==> config.mk <==
export PLATFORM = sky130hd
export DESIGN_NAME = serial_audio_rx
export DESIGN_NICKNAME = d
export VERILOG_FILES = /design/src/rtl/sarx_pkg.sv /design/src/rtl/sarx_sync.sv /design/src/rtl/sarx_framer.sv /design/src/rtl/sarx_word_asm.sv /design/src/rtl/serial_audio_rx.sv
export SDC_FILE = /design/constraint.sdc
export NUM_CORES = 1
export LEC_CHECK = 0
export ABC_AREA = 1
export CELL_PAD_IN_SITES_DETAIL_PLACEMENT = 0
export CELL_PAD_IN_SITES_GLOBAL_PLACEMENT = 2
export CORE_MARGIN = 5
export CORE_UTILIZATION = 34
export CTS_BUF_LIST = sky130_fd_sc_hd__clkbuf_2
export CTS_CLUSTER_SIZE = 20
export DETAILED_ROUTE_END_ITERATION = 6
export HOLD_SLACK_MARGIN = 0.03
export PLACE_DENSITY = 0.94
export SLEW_MARGIN = 20
export SYNTH_ARGS = -nofsm -noshare
export SYNTH_HDL_FRONTEND = slang
export SYNTH_SLANG_ARGS = --single-unit
==> constraint.sdc <==
create_clock -name clk -period 4.5 [get_ports clk]
set_input_delay 1.125 -clock clk [delete_from_list [all_inputs] [get_ports clk]]
set_output_delay 1.125 -clock clk [all_outputs]
set_load 0.01 [all_outputs]
==> src/rtl/sarx_pkg.sv <==
// Shared types for the serial audio receiver.
package sarx_pkg;

    // Framing selector; the numeric values are the fmt_i encoding.
    typedef enum logic [1:0] {
        FMT_I2S    = 2'd0,
        FMT_LJ     = 2'd1,
        FMT_DSP    = 2'd2,
        FMT_PACKED = 2'd3
    } sarx_fmt_e;

    // Channel tag carried with each word.
    typedef enum logic {
        CH_LEFT  = 1'b0,
        CH_RIGHT = 1'b1
    } sarx_chan_e;

endpackage

==> src/rtl/sarx_sync.sv <==
// sarx_sync: brings W asynchronous lines into the clk domain through a
// chain of STAGES flops each, and also gives the synchronised value one
// cycle older so that edges can be found downstream.
// Assumes the lines change no faster than every two clk cycles.
module sarx_sync #(
    parameter int W      = 3,
    parameter int STAGES = 2
) (
    input  logic         clk,
    input  logic         rst_n,
    input  logic [W-1:0] async_i,
    output logic [W-1:0] sync_o,
    output logic [W-1:0] prev_o
);

    logic [W-1:0] prev_q;

    for (genvar b = 0; b < W; b++) begin : g_line
        logic [STAGES-1:0] stg_q;

        // Shift the raw line through the synchroniser chain.
        always_ff @(posedge clk) begin
            if (!rst_n) stg_q <= '0;
            else        stg_q <= {stg_q[STAGES-2:0], async_i[b]};
        end

        assign sync_o[b] = stg_q[STAGES-1];
    end

    // Keep the previous synchronised value for edge detection.
    always_ff @(posedge clk) begin
        if (!rst_n) prev_q <= '0;
        else        prev_q <= sync_o;
    end

    assign prev_o = prev_q;

endmodule

==> src/rtl/sarx_framer.sv <==
// sarx_framer: turns synchronised bit-clock, word-select and data into
// per-bit commands for the word assembler. On each sampling edge of the
// active framing it asks either to append the bit to the current word
// (take_o) or to begin a new word with it (start_o, with its channel).
// clr_i abandons any armed start and re-arms the pulse-mode tracker on
// the left channel. Assumes the inputs come from sarx_sync.
module sarx_framer
    import sarx_pkg::*;
(
    input  logic       clk,
    input  logic       rst_n,
    input  sarx_fmt_e  fmt_i,
    input  logic       clr_i,
    input  logic       bclk_s_i,
    input  logic       bclk_d_i,
    input  logic       ws_s_i,
    input  logic       sd_s_i,
    output logic       take_o,
    output logic       start_o,
    output sarx_chan_e chan_o,
    output logic       bit_o
);

    logic       rise;
    logic       fall;
    logic       evt;
    logic       ws_chg;
    logic       ws_prev_q;
    logic       armed_q;
    sarx_chan_e arm_chan_q;
    sarx_chan_e trk_q;

    assign rise   = bclk_s_i & ~bclk_d_i;
    assign fall   = ~bclk_s_i & bclk_d_i;
    assign evt    = (fmt_i == FMT_DSP) ? fall : rise;
    assign ws_chg = ws_s_i ^ ws_prev_q;
    assign bit_o  = sd_s_i;

    // Decode the framing rule for the current sampling edge.
    always_comb begin
        take_o  = 1'b0;
        start_o = 1'b0;
        chan_o  = CH_LEFT;
        if (evt) begin
            unique case (fmt_i)
                FMT_I2S: begin
                    if (ws_chg)       take_o = 1'b1;
                    else if (armed_q) begin
                        start_o = 1'b1;
                        chan_o  = arm_chan_q;
                    end else          take_o = 1'b1;
                end
                FMT_DSP: begin
                    if (ws_s_i)       take_o = 1'b0;
                    else if (armed_q) begin
                        start_o = 1'b1;
                        chan_o  = trk_q;
                    end else          take_o = 1'b1;
                end
                default: begin
                    if (ws_chg) begin
                        start_o = 1'b1;
                        chan_o  = ws_s_i ? CH_LEFT : CH_RIGHT;
                    end else take_o = 1'b1;
                end
            endcase
        end
    end

    // Track word-select history, pending starts and the pulse-mode channel.
    always_ff @(posedge clk) begin
        if (!rst_n) begin
            ws_prev_q  <= 1'b0;
            armed_q    <= 1'b0;
            arm_chan_q <= CH_LEFT;
            trk_q      <= CH_LEFT;
        end else begin
            if (evt) ws_prev_q <= ws_s_i;
            if (clr_i) begin
                armed_q <= 1'b0;
                trk_q   <= CH_LEFT;
            end else if (evt) begin
                unique case (fmt_i)
                    FMT_I2S: begin
                        if (ws_chg) begin
                            armed_q    <= 1'b1;
                            arm_chan_q <= ws_s_i ? CH_RIGHT : CH_LEFT;
                        end else if (armed_q) begin
                            armed_q <= 1'b0;
                        end
                    end
                    FMT_DSP: begin
                        if (ws_s_i) begin
                            armed_q <= 1'b1;
                        end else if (armed_q) begin
                            armed_q <= 1'b0;
                            trk_q   <= (trk_q == CH_LEFT) ? CH_RIGHT : CH_LEFT;
                        end
                    end
                    default: armed_q <= 1'b0;
                endcase
            end
        end
    end

endmodule

==> src/rtl/sarx_word_asm.sv <==
// sarx_word_asm: assembles bits into a SAMPLE_W-wide word, MSB first and
// left-aligned, keeping at most SAMPLE_W or SHORT_W bits. Unfilled bits
// stay zero. When a new word starts, the finished one is copied to its
// channel's output register with a one-cycle strobe. drop_i discards the
// word in progress without delivering it.
module sarx_word_asm
    import sarx_pkg::*;
#(
    parameter int SAMPLE_W = 18,
    parameter int SHORT_W  = 16
) (
    input  logic                clk,
    input  logic                rst_n,
    input  logic                long_i,
    input  logic                take_i,
    input  logic                start_i,
    input  sarx_chan_e          chan_i,
    input  logic                bit_i,
    input  logic                drop_i,
    output logic [SAMPLE_W-1:0] left_o,
    output logic                left_vld_o,
    output logic [SAMPLE_W-1:0] right_o,
    output logic                right_vld_o
);

    localparam int CNT_W = $clog2(SAMPLE_W + 1);
    localparam logic [SAMPLE_W-1:0] MSB_ONE = {1'b1, {(SAMPLE_W-1){1'b0}}};

    logic [SAMPLE_W-1:0] acc_q;
    logic [CNT_W-1:0]    cnt_q;
    logic                act_q;
    sarx_chan_e          chan_q;
    logic [CNT_W-1:0]    limit;
    logic [SAMPLE_W-1:0] pos_mask;
    logic                emit;
    logic [SAMPLE_W-1:0] word_arr [2];
    logic [1:0]          vld_arr;

    assign limit    = long_i ? CNT_W'(SAMPLE_W) : CNT_W'(SHORT_W);
    assign pos_mask = MSB_ONE >> cnt_q;
    assign emit     = start_i & act_q & ~drop_i;

    // Accumulate bits of the current word and open new words.
    always_ff @(posedge clk) begin
        if (!rst_n) begin
            acc_q  <= '0;
            cnt_q  <= '0;
            act_q  <= 1'b0;
            chan_q <= CH_LEFT;
        end else if (drop_i) begin
            acc_q <= '0;
            cnt_q <= '0;
            act_q <= 1'b0;
        end else if (start_i) begin
            acc_q  <= bit_i ? MSB_ONE : '0;
            cnt_q  <= CNT_W'(1);
            act_q  <= 1'b1;
            chan_q <= chan_i;
        end else if (take_i && act_q && (cnt_q < limit)) begin
            if (bit_i) acc_q <= acc_q | pos_mask;
            cnt_q <= cnt_q + CNT_W'(1);
        end
    end

    for (genvar c = 0; c < 2; c++) begin : g_chan
        logic [SAMPLE_W-1:0] word_q;
        logic                vld_q;

        // Load this channel's register and pulse its strobe on delivery.
        always_ff @(posedge clk) begin
            if (!rst_n) begin
                word_q <= '0;
                vld_q  <= 1'b0;
            end else begin
                vld_q <= emit && (chan_q == sarx_chan_e'(c));
                if (emit && (chan_q == sarx_chan_e'(c))) word_q <= acc_q;
            end
        end

        assign word_arr[c] = word_q;
        assign vld_arr[c]  = vld_q;
    end

    assign left_o      = word_arr[0];
    assign left_vld_o  = vld_arr[0];
    assign right_o     = word_arr[1];
    assign right_vld_o = vld_arr[1];

endmodule

==> src/rtl/serial_audio_rx.sv <==
// serial_audio_rx: multi-format serial audio input receiver. It
// synchronises the three serial lines, applies the selected framing rule
// and assembles left/right words with per-channel strobes. fmt_i and
// wlen18_i are latched at reset and otherwise adopted only at a
// left-word start seen under the current rule, discarding that word.
// Assumes clk runs at least 4x the bit clock.
module serial_audio_rx
    import sarx_pkg::*;
#(
    parameter int SAMPLE_W    = 18,
    parameter int SHORT_W     = 16,
    parameter int SYNC_STAGES = 2
) (
    input  logic                clk,
    input  logic                rst_n,
    input  logic                bclk_i,
    input  logic                ws_i,
    input  logic                sdata_i,
    input  logic [1:0]          fmt_i,
    input  logic                wlen18_i,
    output logic [SAMPLE_W-1:0] left_o,
    output logic                left_vld_o,
    output logic [SAMPLE_W-1:0] right_o,
    output logic                right_vld_o
);

    logic [2:0] line_s;
    logic [2:0] line_d;
    sarx_fmt_e  req_fmt;
    sarx_fmt_e  act_fmt_q;
    logic       act_w18_q;
    logic       pend;
    logic       adopt;
    logic       long_w;
    logic       f_take;
    logic       f_start;
    sarx_chan_e f_chan;
    logic       f_bit;

    assign req_fmt = sarx_fmt_e'(fmt_i);
    assign pend    = (req_fmt != act_fmt_q) || (wlen18_i != act_w18_q);
    assign adopt   = pend && f_start && (f_chan == CH_LEFT);
    assign long_w  = act_w18_q && (act_fmt_q != FMT_PACKED);

    // Hold the active configuration; take a new one only at a left start.
    always_ff @(posedge clk) begin
        if (!rst_n || adopt) begin
            act_fmt_q <= req_fmt;
            act_w18_q <= wlen18_i;
        end
    end

    sarx_sync #(
        .W      (3),
        .STAGES (SYNC_STAGES)
    ) u_sync (
        .clk     (clk),
        .rst_n   (rst_n),
        .async_i ({sdata_i, ws_i, bclk_i}),
        .sync_o  (line_s),
        .prev_o  (line_d)
    );

    sarx_framer u_framer (
        .clk      (clk),
        .rst_n    (rst_n),
        .fmt_i    (act_fmt_q),
        .clr_i    (adopt),
        .bclk_s_i (line_s[0]),
        .bclk_d_i (line_d[0]),
        .ws_s_i   (line_s[1]),
        .sd_s_i   (line_s[2]),
        .take_o   (f_take),
        .start_o  (f_start),
        .chan_o   (f_chan),
        .bit_o    (f_bit)
    );

    sarx_word_asm #(
        .SAMPLE_W (SAMPLE_W),
        .SHORT_W  (SHORT_W)
    ) u_asm (
        .clk         (clk),
        .rst_n       (rst_n),
        .long_i      (long_w),
        .take_i      (f_take),
        .start_i     (f_start),
        .chan_i      (f_chan),
        .bit_i       (f_bit),
        .drop_i      (adopt),
        .left_o      (left_o),
        .left_vld_o  (left_vld_o),
        .right_o     (right_o),
        .right_vld_o (right_vld_o)
    );

endmodule

==> results_dict.tcl <==
set metrics [dict create \
    synthesis.area_um2 3675 \
    finalHoldViolations 0 \
    setup_violations 0 \
    die_y_um 114.0 \
    post_drt_wl_per_cell_um 11.02 \
    maxSlewViolCount 0 \
    met3_length_um 331 \
    grt.overflow.total 0 \
    routed_wl_um 7793 \
    gp_congestion 0.8509 \
    synth.avg_cell_area_um2 6.973 \
    dieArea_um2 12990 \
    io_buffers 45 \
    cts_tree "built" \
    layout_common_cells "inv_1, nand2_1, dfxtp_1" \
    required_ps 4970 \
    place_inst 691 \
    fin_crit_ps 2724 \
    viasPerCell 4.342 \
    drt_iter0_drc 137 \
    max_slew_margin_pct 45.90 \
    cp_top_family "simple AND/OR/NAND/NOR gates" \
    end_kind "register" \
    crit_buf_inv 3 \
    syn_inst 527 \
    seq_area_frac_synth_pct 42.76 \
    grt_pass1_vias 2875 \
    post-dp-hpwl_um 5826 \
    ctsHoldBuffers 0 \
    clock_skew_ps 25.40 \
    ant_nets 0 \
    worstSkewPairLatency_ps 530 \
    drive_gt1_share_pct 7.231 \
    ir_drop_uv 154.2 \
    synth_nets 542 \
    rsz0062_at_grt "false" \
    nets 577 \
    reg2regPathDepth 13 \
    timing.fmax_mhz 367.2 \
    crit_type "register to register" \
    worst_pin_slew_ps 810.5 \
    antennaDiodeCount 0 \
    synth.distinct_cells 28 \
    crit_slowest_cell "dfxtp_1" \
    outcome "finished, final reports clean" \
    synth_warnings 0 \
    clk_pin_slew_ps 220 \
    vias 3070 \
    design.core.area_um2 10700 \
    cts_setup_buffers 0 \
    critPathArrivalTime_ps 3190 \
    placementRows 38 \
    critPathMaxStageDelay_ps 480 \
    numCtsBuffers 9 \
    syn2layout_area_growth_pct 16.65 \
    dieWidth_um 114.0 \
    path_cells "inv_1 > ha_1 > nand2_1 > nand2_2 > nand2_2 > nor2_2 > nand2_2 > nor2_4 > buf_4 > nand3_2 > nand2_1 > inv_1 > nor2_1" \
    p_leak_nw 1.794 \
    grt_max_degree 44 \
    synth-seq-cells 77 \
    cts_resized 0 \
    holdPathStages 2 \
    pin_count 46 \
    hold_class "register to register" \
    crit_fanout 38 \
    grt_first_pass_wirelength_um 13790 \
    start_util_pct 34.35 \
    root_buffer "clkbuf_2" \
    period_share_pct 60.52 \
    cap_violations 0 \
    path_depth 13 \
    p_per_area_nw_per_um2 284.6 \
    htree_levels 3 \
    setup-tns-final_ps 0 \
    cp-start-kind "register" \
    drt-met1-wl_um 3878 \
    antenna_found_initial 0 \
    detail_route.first_pass.iterations 4 \
    power_mw 1.220 \
    critPathMostFrequentCell "nand2_2" \
    utilization_pct 40.07 \
    grt_use_total_pct 12.93 \
    ctsLongestPathBuffers 2 \
    fin_cells 707 \
    dr_wl_met2_um 3472 \
    top_layer "met4" \
    drc_errors 0 \
    cts_sinks 77 \
]
## cell families (layout without fill, tap and decap cells)
group                      Yosys count  after routing  synth area share [%]
buffers and inverters              142            182                 16.38
adders and majority gates            7              7                 2.383
DFF                                 77             77                 42.76
xor gates and xnor gates             4              4                0.9535
AOI/OAI and AO/OA                   33             33                 4.869
and+or+nand+nor                    264            264                 32.65
## cell usage after synthesis, drive strengths merged
cell / n / area [µm²]
xnor2: 3 / 26.28
o21ai: 4 / 20.02
a21oi: 23 / 115.1
buf: 18 / 133.9
edfxtp: 3 / 90.09
clkbuf: 5 / 18.77
a211oi: 3 / 22.52
nor2: 77 / 309.0
nand4: 39 / 244.0
inv: 119 / 449.2
dfxtp: 74 / 1481
a31oi: 1 / 6.260
nand2: 127 / 511.7
nand3: 21 / 135.1
o31ai: 2 / 15.01
xor2: 1 / 8.760
ha: 7 / 87.58
## area by class of cell
cell class                      instances  area [µm²]
Inverter                              119       449.2
Clock inverter                          7       78.83
Sequential cell                        77        1572
Timing Repair Buffer                   47       465.4
Multi-Input combinational cell        308        1501
Clock buffer                            9       45.04
Tap cell                              140       175.2
Fill cell                            1182        6411
## tightest hold or removal path: cells and delay by family, from the launching register on
family / cells / cell delay (ps)
buf+inv: 1 / 30
flops: 1 / 350
simple gates: 1 / 50
## through the flow
| stage | cell area, µm² | worst slack (ps) | hold slack, ps |
|---|---|---|---|
| 2_1_floorplan | 3675 | 2445 | 390.5 |
| 3_3_place_gp | 4163 | 1388 | 393.5 |
| 4_1_cts | 4287 | 1777 | 435.8 |
| 6_report | 4287 | 1776 | 432.5 |
| 5_1_grt | 4287 | 1480 | 451.1 |
| 3_5_place_dp | 4163 | 1332 | 400.8 |
## flip-flops by register name (all words and copies together) (netlist names)
name and cells:
u_sync.g_line.stg_q 6, u_asm.left_vld_o 1, u_asm.acc_q 18, act_w18_q 1, u_asm.left_o 18, u_asm.cnt_q 5, u_asm.act_q 1, act_fmt_q 2
u_asm.right_vld_o 1, u_framer.ws_prev_q 1, u_framer.arm_chan_q 1, u_framer.armed_q 1, u_framer.trk_q 1, u_sync.prev_o 1, u_asm.chan_q 1, u_asm.right_o 18
## path summary, 6_finish.rpt
check | startpoint | end | slack [ps]
setup / recovery | u_sync.g_line[1].stg_q[1] | u_asm.left_o[14] | 1780
hold / removal | u_sync.g_line[0].stg_q[0] | u_sync.g_line[0].stg_q[1] | 430
hold reg to reg | u_sync.g_line[0].stg_q[0] | u_sync.g_line[0].stg_q[1] | 430
setup reg to reg | u_sync.g_line[1].stg_q[1] | u_asm.left_o[14] | 1780
## routing by layer
metal,GRT usage [%],vias to the layer above
li1,-,1669
met1,17.06,1351
met2,20.77,41
met3,2.971,9
met4,4.513,0
met5,0,-
## power by group
group | leakage (nW) | internal, mW | total (mW) | switching, mW
clock | 0.0743 | 0.137 | 0.401 | 0.264
combinational | 1.09 | 0.0375 | 0.108 | 0.0708
sequential | 0.627 | 0.699 | 0.711 | 0.0112
(Power assumes the default switching activity.)
